### config.mk
export PLATFORM = sky130hd
export DESIGN_NAME = enc_front
export DESIGN_NICKNAME = d
export VERILOG_FILES = /design/src/rtl/enc_pkg.sv /design/src/rtl/enc_prescaler.sv /design/src/rtl/enc_filter.sv /design/src/rtl/enc_position.sv /design/src/rtl/enc_front.sv
export SDC_FILE = /design/constraint.sdc
export NUM_CORES = 1
export LEC_CHECK = 0
export BUFFER_PORTS_ARGS = -buffer_cell sky130_fd_sc_hd__buf_2
export CORE_ASPECT_RATIO = 0.8
export CORE_UTILIZATION = 28
export DETAILED_ROUTE_END_ITERATION = 8
export GPL_TIMING_DRIVEN = 1
export MAX_ROUTING_LAYER = met4
export PLACE_DENSITY_LB_ADDON = 0.12
export SLEW_MARGIN = 20
export SYNTH_ARGS = -nofsm -noshare
export SYNTH_HDL_FRONTEND = slang
export SYNTH_HIERARCHICAL = 1
export SYNTH_SLANG_ARGS = --single-unit
### constraint.sdc
create_clock -name clk -period 3.21 [get_ports clk]
set_input_delay 0.1605 -clock clk [delete_from_list [all_inputs] [get_ports clk]]
set_output_delay 0.1605 -clock clk [all_outputs]
set_load 0.01 [all_outputs]
### src/rtl/enc_pkg.sv
package enc_pkg;

    localparam int CTL_W     = 16;
    localparam int MAX_SHIFT = 8;

    typedef enum logic {
        MODE_2X = 1'b0,
        MODE_4X = 1'b1
    } cnt_mode_e;

    typedef struct packed {
        logic [1:0] pattern;
        logic       err_mask;
        logic       filt_en;
        logic [2:0] div_code;
    } ctl_t;

    function automatic logic [3:0] div_shift(input logic [2:0] code);
        logic [3:0] s;
        case (code)
            3'd0: s = 4'd0;
            3'd1: s = 4'd1;
            3'd2: s = 4'd2;
            3'd3: s = 4'd4;
            3'd4: s = 4'd5;
            3'd5: s = 4'd6;
            3'd6: s = 4'd7;
            default: s = 4'd8;
        endcase
        return s;
    endfunction

    function automatic ctl_t word_to_ctl(input logic [6:0] bits10_4);
        ctl_t c;
        c.pattern  = bits10_4[6:5];
        c.err_mask = bits10_4[4];
        c.filt_en  = bits10_4[3];
        c.div_code = bits10_4[2:0];
        return c;
    endfunction

    function automatic logic [CTL_W-1:0] ctl_to_word(input ctl_t c);
        return {5'b0, c.pattern, c.err_mask, c.filt_en, c.div_code, 4'b0};
    endfunction

    function automatic logic index_match(input cnt_mode_e m, input logic [1:0] pat,
                                         input logic a, input logic b);
        logic hit;
        if (m == MODE_4X) hit = (b == pat[1]) && (a == pat[0]);
        else              hit = ((pat[1] ? b : a) == pat[0]);
        return hit;
    endfunction

endpackage

### src/rtl/enc_prescaler.sv
module enc_prescaler
    import enc_pkg::*;
#(
    parameter int DIVW = MAX_SHIFT
) (
    input  logic       clk,
    input  logic       rst,
    input  logic [2:0] div_code,
    output logic       tick
);
    logic [DIVW-1:0] cnt;
    logic [DIVW-1:0] lim;
    logic [DIVW:0]   ratio;
    logic [DIVW:0]   ratio_m1;

    always_comb begin
        ratio    = (DIVW+1)'(1) << div_shift(div_code);
        ratio_m1 = ratio - 1'b1;
        lim      = ratio_m1[DIVW-1:0];
        tick     = (cnt >= lim);
    end

    always_ff @(posedge clk) begin
        if (rst || tick) cnt <= '0;
        else             cnt <= cnt + 1'b1;
    end

    AST_TICK_SPACED: assert property (@(posedge clk) disable iff (rst)
        (tick && lim != '0) |=> (!tick || lim != $past(lim)))
        else $error("tick too close");

endmodule

### src/rtl/enc_filter.sv
module enc_filter #(
    parameter int SAMPLES = 3
) (
    input  logic clk,
    input  logic rst,
    input  logic tick,
    input  logic din,
    output logic q
);
    localparam int CNTW = (SAMPLES > 2) ? $clog2(SAMPLES) : 1;

    logic [CNTW-1:0] run;

    always_ff @(posedge clk) begin
        if (rst) begin
            q   <= 1'b0;
            run <= '0;
        end else if (tick) begin
            if (din != q) begin
                if (run == CNTW'(SAMPLES-1)) begin
                    q   <= din;
                    run <= '0;
                end else begin
                    run <= run + 1'b1;
                end
            end else begin
                run <= '0;
            end
        end
    end

    AST_FILT_ON_TICK: assert property (@(posedge clk) disable iff (rst)
        !tick |=> $stable(q))
        else $error("filter moved off tick");

    AST_FILT_FOLLOWS: assert property (@(posedge clk) disable iff (rst)
        tick && (din == q) |=> $stable(q))
        else $error("filter moved to non-sampled level");

endmodule

### src/rtl/enc_position.sv
module enc_position
    import enc_pkg::*;
#(
    parameter int CW = 16
) (
    input  logic          clk,
    input  logic          rst,
    input  logic          a,
    input  logic          b,
    input  logic          idx,
    input  cnt_mode_e     mode,
    input  logic [1:0]    pattern,
    input  logic          err_clr,
    output logic [CW-1:0] count,
    output logic          err_flag
);
    logic pa, pb, pi;
    logic da, db, err_evt, step_en, step_up, idx_hit;

    always_comb begin
        da      = a ^ pa;
        db      = b ^ pb;
        err_evt = da & db;
        step_en = (mode == MODE_4X) ? (da ^ db) : (da & ~db);
        step_up = a ^ pb;
        idx_hit = idx & ~pi & index_match(mode, pattern, a, b);
    end

    always_ff @(posedge clk) begin
        if (rst) begin
            pa <= 1'b0;
            pb <= 1'b0;
            pi <= 1'b0;
        end else begin
            pa <= a;
            pb <= b;
            pi <= idx;
        end
    end

    always_ff @(posedge clk) begin
        if (rst)          count <= '0;
        else if (idx_hit) count <= '0;
        else if (step_en) count <= step_up ? count + 1'b1 : count - 1'b1;
    end

    always_ff @(posedge clk) begin
        if (rst)          err_flag <= 1'b0;
        else if (err_evt) err_flag <= 1'b1;
        else if (err_clr) err_flag <= 1'b0;
    end

    AST_STEP_ONE: assert property (@(posedge clk) disable iff (rst)
        !idx_hit |=> ((count - $past(count)) == CW'(1) || (count - $past(count)) == '1
                      || count == $past(count)))
        else $error("count jumped");

    AST_ERR_HOLD: assert property (@(posedge clk) disable iff (rst)
        (err_flag && !err_clr) |=> err_flag)
        else $error("error flag dropped");

    AST_ERR_NO_STEP: assert property (@(posedge clk) disable iff (rst)
        (err_evt && !idx_hit) |=> $stable(count))
        else $error("count stepped on illegal transition");

    AST_2X_B_ONLY: assert property (@(posedge clk) disable iff (rst)
        (mode == MODE_2X && db && !da && !idx_hit) |=> $stable(count))
        else $error("2x counted a B edge");

endmodule

### src/rtl/enc_front.sv
module enc_front
    import enc_pkg::*;
#(
    parameter int CW      = 16,
    parameter int SAMPLES = 3
) (
    input  logic          clk,
    input  logic          rst,
    input  logic          phase_a_in,
    input  logic          phase_b_in,
    input  logic          index_in,
    input  logic          mode_4x,
    input  logic          ctl_we,
    input  logic [15:0]   ctl_wdata,
    output logic [15:0]   ctl_rdata,
    input  logic          err_clr,
    output logic [CW-1:0] pos_count,
    output logic          err_flag,
    output logic          err_irq
);
    localparam int NLINES = 3;

    ctl_t              ctl_q;
    logic              tick;
    logic [NLINES-1:0] raw_lines;
    logic [NLINES-1:0] filt_lines;
    logic [NLINES-1:0] use_lines;
    logic              unused_wbits;

    assign unused_wbits = ^{ctl_wdata[15:11], ctl_wdata[3:0]};

    always_ff @(posedge clk) begin
        if (rst)         ctl_q <= '0;
        else if (ctl_we) ctl_q <= word_to_ctl(ctl_wdata[10:4]);
    end

    assign ctl_rdata = ctl_to_word(ctl_q);

    enc_prescaler #(.DIVW(MAX_SHIFT)) u_pre (
        .clk      (clk),
        .rst      (rst),
        .div_code (ctl_q.div_code),
        .tick     (tick)
    );

    assign raw_lines = {index_in, phase_b_in, phase_a_in};

    for (genvar g = 0; g < NLINES; g++) begin : g_line
        enc_filter #(.SAMPLES(SAMPLES)) u_filt (
            .clk  (clk),
            .rst  (rst),
            .tick (tick),
            .din  (raw_lines[g]),
            .q    (filt_lines[g])
        );
    end

    assign use_lines = ctl_q.filt_en ? filt_lines : raw_lines;

    enc_position #(.CW(CW)) u_pos (
        .clk      (clk),
        .rst      (rst),
        .a        (use_lines[0]),
        .b        (use_lines[1]),
        .idx      (use_lines[2]),
        .mode     (cnt_mode_e'(mode_4x)),
        .pattern  (ctl_q.pattern),
        .err_clr  (err_clr),
        .count    (pos_count),
        .err_flag (err_flag)
    );

    assign err_irq = err_flag & ~ctl_q.err_mask;

    AST_CTL_WRITE: assert property (@(posedge clk) disable iff (rst)
        ctl_we |=> (ctl_rdata[10:4] == $past(ctl_wdata[10:4])))
        else $error("control write lost");

    AST_CTL_HOLD: assert property (@(posedge clk) disable iff (rst)
        !ctl_we |=> $stable(ctl_rdata))
        else $error("control changed without write");

    AST_IRQ_MASK: assert property (@(posedge clk) disable iff (rst)
        err_irq |-> (err_flag && !ctl_rdata[8]))
        else $error("interrupt not masked");

endmodule

==> out/results.ini, run 1 <==
[sta]
period_share = 0.939
worstMarginPinSlew_ns = 0.802
slew_headroom = 0.462
min_period_ns = 3.01
hold_slack_ns = 0.105
drv_slew = 0
finClkSkew_ns = 0.00725
hold_viol_final = 0
setup_violations = 0
max_clock_freq_mhz = 332
setup_tns_ns = 0

[pwr]
p_clk_frac = 0.276
p_int_w = 0.00134
p_sw_w = 0.000800
pwr-share-comb = 0.366
irDropWorstVdd_mv = 0.177
power_frac_seq = 0.358
total_power_w = 0.00214
p_leak_nw = 1.43
netSwitchingFraction = 0.374
pwr_density_cell_nw_per_um2 = 600

[detailed_routing]
wl_per_cell_um = 14.1
drt-pass1-iter-count = 4
drt_iter0_drc = 222
ant_nets = 0
drc = 0
vias = 2723
routed_wl_um = 7620
via_per_inst = 5.05

[worst_setup_path]
cp-start-kind = register
ff2ff_setup_slack_ns = 0.20
critPathArrivalTime_ns = 3.21
path_class = register to register
worst-path-max-fanout = 7
rr_worst_depth = 12
crit_path_end_kind = register
path_cells = or3_1 > ha_1 > and3b_1 > a21oi_1 > nor2_1 > a31oi_1 > ha_1 > and3_4 > o211ai_1 > o21ai_4 > or4b_1 > o32ai_1
r2r-start = ctl_rdata[4]
cpMostUsedCell = ha_1
cp_top_family = simple AND/OR/NAND/NOR gates
max_stage_delay_ns = 0.46
critPathBufInv = 0
worst_ep_required_time_ns = 3.41
crit_slowest_cell = or4b_1
timing.rr.end = g_line[0].u_filt/run[0]

[logic_synthesis]
async_flop_share = 0
ys_types = 62
synth_flop_cell = dfxtp_1
synth_cells = 360
yosysTopAreaCell = dfxtp_1
synth_top_area_frac = 0.288
synthTopCellsByArea = dfxtp_1 29%, mux2i_1 5.6%, ha_1 5.3%, nor2_1 4.9%, xnor2_1 4.3%
syn_avg_cell_area_um2 = 8.49
yosysSeqAreaShare = 0.288
yosysWarningCount = 6
synth-seq-cells = 44
synthesis.area_um2 = 3060
synth_edf_count = 0

[cts]
htree_num_levels = 2
cts_sinks = 44
tritoncts = done
clk_path_buf_depth = 2
root_buffer = clkbuf_16
cts_buffers = 5
cts.clk_slew.worst_paths_ns = 0.07
cts_hold_buf = 0
clkLatencyLatePin_ns = 0.29

[finish]
final_cells = 539
fillCellCount = 1083
n_antenna_cell = 0
final_common_cell = dfxtp_1
final_cell_mix = 44 x dfxtp_1, 40 x nor2_1, 39 x buf_2
final_layout_size_suffix_gt1_frac = 0.206
area_growth_pct = 16.7
postLayoutCellArea_um2 = 3570
final_nets = 435

[die]
fp.dieW_um = 119
rows = 33
dieHeight_um = 95.5
coreArea_um2 = 10400
start_util = 0.293
io_pins = 58
die-area_um2 = 11300

[placed_design]
hpwl_um = 5470
dpl.cell_count = 530
port_buffers = 39
globalplace.congestion = 0.793
dpl_cell_area_um2 = 3380

[worst_hold_path]
min_from = ctl_wdata[9]
hold_end = ctl_rdata[9]
min_path_cells = 3
hold_class = input pin to register

[job]
drv_cap = 0

[global_route]
grt_use_total = 0.150
grt_pass1_vias = 2594
antenna_found_initial = 0
overflow = 0
grt_max_degree = 40
grt_first_pass_wirelength_um = 13100

[run_status]
status = finished clean

==> flip-flops by register name, indices dropped and copies added, names as in the netlist, 3 cells and up <==
| register | count |
|---|---|
| u_pos/count | 16 |
| u_pre/cnt | 8 |
| g_line.u_filt/q | 3 |
| ctl_rdata | 7 |
| g_line.u_filt/run | 6 |
==> how the worst max path moves through the flow <==
stage | cells past startpoint | end | startpoint | slack, ns
5_1_grt | 12 | g_line[0].u_filt/run[0] | ctl_rdata[4] | -0.009
3_3_place_gp | 12 | g_line[2].u_filt/run[0] | ctl_rdata[4] | 0.19
6_report | 12 | g_line[0].u_filt/run[0] | ctl_rdata[4] | 0.20
3_5_place_dp | 12 | g_line[0].u_filt/run[0] | ctl_rdata[4] | 0.12
4_1_cts | 12 | g_line[0].u_filt/run[0] | ctl_rdata[4] | 0.12
2_1_floorplan | 13 | g_line[0].u_filt/run[0] | ctl_rdata[6] | 0.10
==> through the flow <==
step	worst slack, ns	utilization
2_1_floorplan	0.104	-
3_3_place_gp	0.193	0.324
3_5_place_dp	0.119	0.324
4_1_cts	0.115	0.340
5_1_grt	-0.00856	0.341
6_report	0.197	0.341
==> worst min-delay path, stage by stage <==
cell and delay, ns:
buf_2 0.07, mux2i_1 0.05, nor2_1 0.07
==> synthesized netlist by cell type, types with 7 or more instances <==
cell type and n:
a21oi_1 10, buf_2 8, buf_4 10, clkbuf_1 8
dfxtp_1 44, ha_1 13, inv_1 15, mux2i_1 17
nand2_1 19, nand2b_1 7, nand3_1 16, nand4_1 7
nor2_1 40, nor3_1 7, nor4_1 8, o21ai_0 14
xnor2_1 15, xor2_1 9
==> logic make-up (layout without fill, tap and decap cells) <==
group,count (synthesis),count (layout),share of synthesized area
compound gates,61,61,0.151
mux,21,21,0.0704
buf+inv,44,75,0.0745
simple gates,151,151,0.288
other cells,1,9,0.00123
flops,44,44,0.288
fa+ha+maj,13,13,0.0532
xor+xnor,25,25,0.0741
==> power by group through the flow <==
stage                     combinational (W)  sequential, W  clock, W
after global placement             0.000769       0.000780         0
after CTS                          0.000775       0.000767  0.000620
after floorplan                    0.000621       0.000715         0
final                              0.000784       0.000766  0.000591
after detailed placement           0.000772       0.000780         0
after global routing               0.000885       0.000791  0.000641
==> layout make-up <==
| type | count | area (um2) | area share |
|---|---|---|---|
| Clock buffer | 5 | 125 | 0.0351 |
| Clock inverter | 3 | 42.5 | 0.0119 |
| Timing Repair Buffer | 51 | 285 | 0.0800 |
| Inverter | 16 | 60.1 | 0.0168 |
| Tap cell | 140 | 175 | 0.0491 |
| Sequential cell | 44 | 881 | 0.247 |
| Multi-Input combinational cell | 280 | 2000 | 0.560 |
==> metal layers <==
layer,global-route usage,share of wire,up-vias
met1,0.199,0.52,1268
li1,-,-,1377
met2,0.228,0.43,71
met4,0.0485,0.010,0
met3,0.0287,0.040,7
met5,-,0,-
==> what timing repair did <==
action	CTS	global route
resized for setup	0	1
buffers inserted	0	1
setup endpoints to repair	0	3
hold endpoints to repair	0	0
(Power assumes the default switching activity.)
==> inputs of run 2 (changes only) <==
--- a/config.mk
+++ b/config.mk
@@ -12,6 +12,7 @@
 export GPL_TIMING_DRIVEN = 1
 export MAX_ROUTING_LAYER = met4
 export PLACE_DENSITY_LB_ADDON = 0.12
+export RECOVER_POWER = 50
 export SLEW_MARGIN = 20
 export SYNTH_ARGS = -nofsm -noshare
 export SYNTH_HDL_FRONTEND = slang
==> out/results.ini, run 2 (synthesis gave the netlist of run 1 again) <==
[run_status]
status = finished clean

[worst_setup_path]
crit_path_end_kind = register
critPathArrivalTime_ns = 3.23
max_stage_delay_ns = 0.47
cpMostUsedCell = ha_1
cp-start-kind = register
worst-path-max-fanout = 7
worst_ep_required_time_ns = 3.41
path_class = register to register
path_cells = or3_1 > ha_1 > and3b_1 > a21oi_1 > nor2_1 > a31oi_1 > ha_1 > and3_4 > o211ai_1 > o21ai_4 > or4b_1 > o32ai_1
crit_slowest_cell = or4b_1

[finish]
largest_reg_flops = 16
final_common_cell = dfxtp_1
n_antenna_cell = 0
final_cell_mix = 44 x dfxtp_1, 40 x nor2_1, 23 x clkbuf_1
postLayoutCellArea_um2 = 3540
final_nets = 435
fin_util = 0.339
largest_register = u_pos/count
fillCellCount = 1089
area_growth_pct = 15.7
final_layout_size_suffix_gt1_frac = 0.140

[sta]
period_share = 0.944
drv_slew = 0
fin_ws_ns = 0.181
slew_headroom = 0.455
hold_viol_final = 0
max_clock_freq_mhz = 330
finClkSkew_ns = 0.00665
setup_violations = 0
worstMarginPinSlew_ns = 0.811
min_period_ns = 3.03

[cts]
clk_path_buf_depth = 2
cts_sinks = 44
cts_buffers = 5
root_buffer = clkbuf_16
tritoncts = done
htree_num_levels = 2
cts_hold_buf = 0
cts.clk_slew.worst_paths_ns = 0.07
clkLatencyLatePin_ns = 0.29

[detailed_routing]
wl_per_cell_um = 14.3
ant_nets = 0
drc = 0
drt-pass1-iter-count = 4
vias = 2714
routed_wl_um = 7680
via_per_inst = 5.04
drt_iter0_drc = 224

[die]
fp.dieW_um = 119
io_pins = 58
dieHeight_um = 95.5
rows = 33
coreArea_um2 = 10400
start_util = 0.293
die-area_um2 = 11300

[global_route]
grt_max_degree = 40
grt_use_total = 0.150
overflow = 0
grt_first_pass_wirelength_um = 13100
antenna_found_initial = 0
grt_pass1_vias = 2594

[placed_design]
globalplace.congestion = 0.793
dpl_cell_area_um2 = 3380
hpwl_um = 5470
dp_slack_ns = 0.119
port_buffers = 39

[pwr]
pwr_density_cell_nw_per_um2 = 603
p_leak_nw = 1.34
irDropWorstVdd_mv = 0.177
total_power_w = 0.00213

[job]
drv_cap = 0

[worst_hold_path]
hold_class = input pin to register

## run 2: stage by stage
stage,setup TNS (ns),hold slack [ns],cells
finish,0,0.105,539
detailed placement,0,0.404,530
global placement,0,0.402,530
floorplan,0,0.233,368
CTS,0,0.0926,538
global route,-0.0116,0.107,539
## run 2: layout make-up
class	count	area (um2)	area share
Multi-Input combinational cell	280	2000	0.565
Sequential cell	44	881	0.249
Timing Repair Buffer	51	256	0.0725
Tap cell	140	175	0.0495
Clock buffer	5	125	0.0354
Inverter	16	60.1	0.0170
Clock inverter	3	42.5	0.0120
## run 2: timing repair
action / CTS / global route
setup endpoints to repair: 0 / 3
buffers inserted: 0 / 1
gates resized for setup: 0 / 1
## run 2: layer usage
layer  track usage  up-vias  share of wire  routed length [um]
met5             -        -              0                   0
met4        0.0485        0          0.012                  95
met3        0.0287       10          0.042                 322
met2         0.228       70           0.44                3350
met1         0.199     1257           0.51                3920
li1              -     1377              -                   -
## run 2: power breakdown
part | switching [W] | internal, W | total (W)
sequential | 0.000150 | 0.000617 | 0.000767
clock | 0.000227 | 0.000366 | 0.000592
combinational | 0.000429 | 0.000344 | 0.000773
## run 2: critical path, delay by kind of cell, from the launching register on
kind            cells  cell delay (ns)
fa+ha+maj           2             0.55
simple gates        5             1.39
compound gates      5             0.70
flops               1             0.30
## run 2: worst paths after layout
kind	startpoint	end	slack, ns	cells after the start
min reg2reg	u_pre/cnt[0]	u_pre/cnt[0]	0.48	1
max	ctl_rdata[4]	g_line[1].u_filt/run[0]	0.18	12
min	ctl_wdata[9]	ctl_rdata[9]	0.10	3
max reg2reg	ctl_rdata[4]	g_line[1].u_filt/run[0]	0.18	12
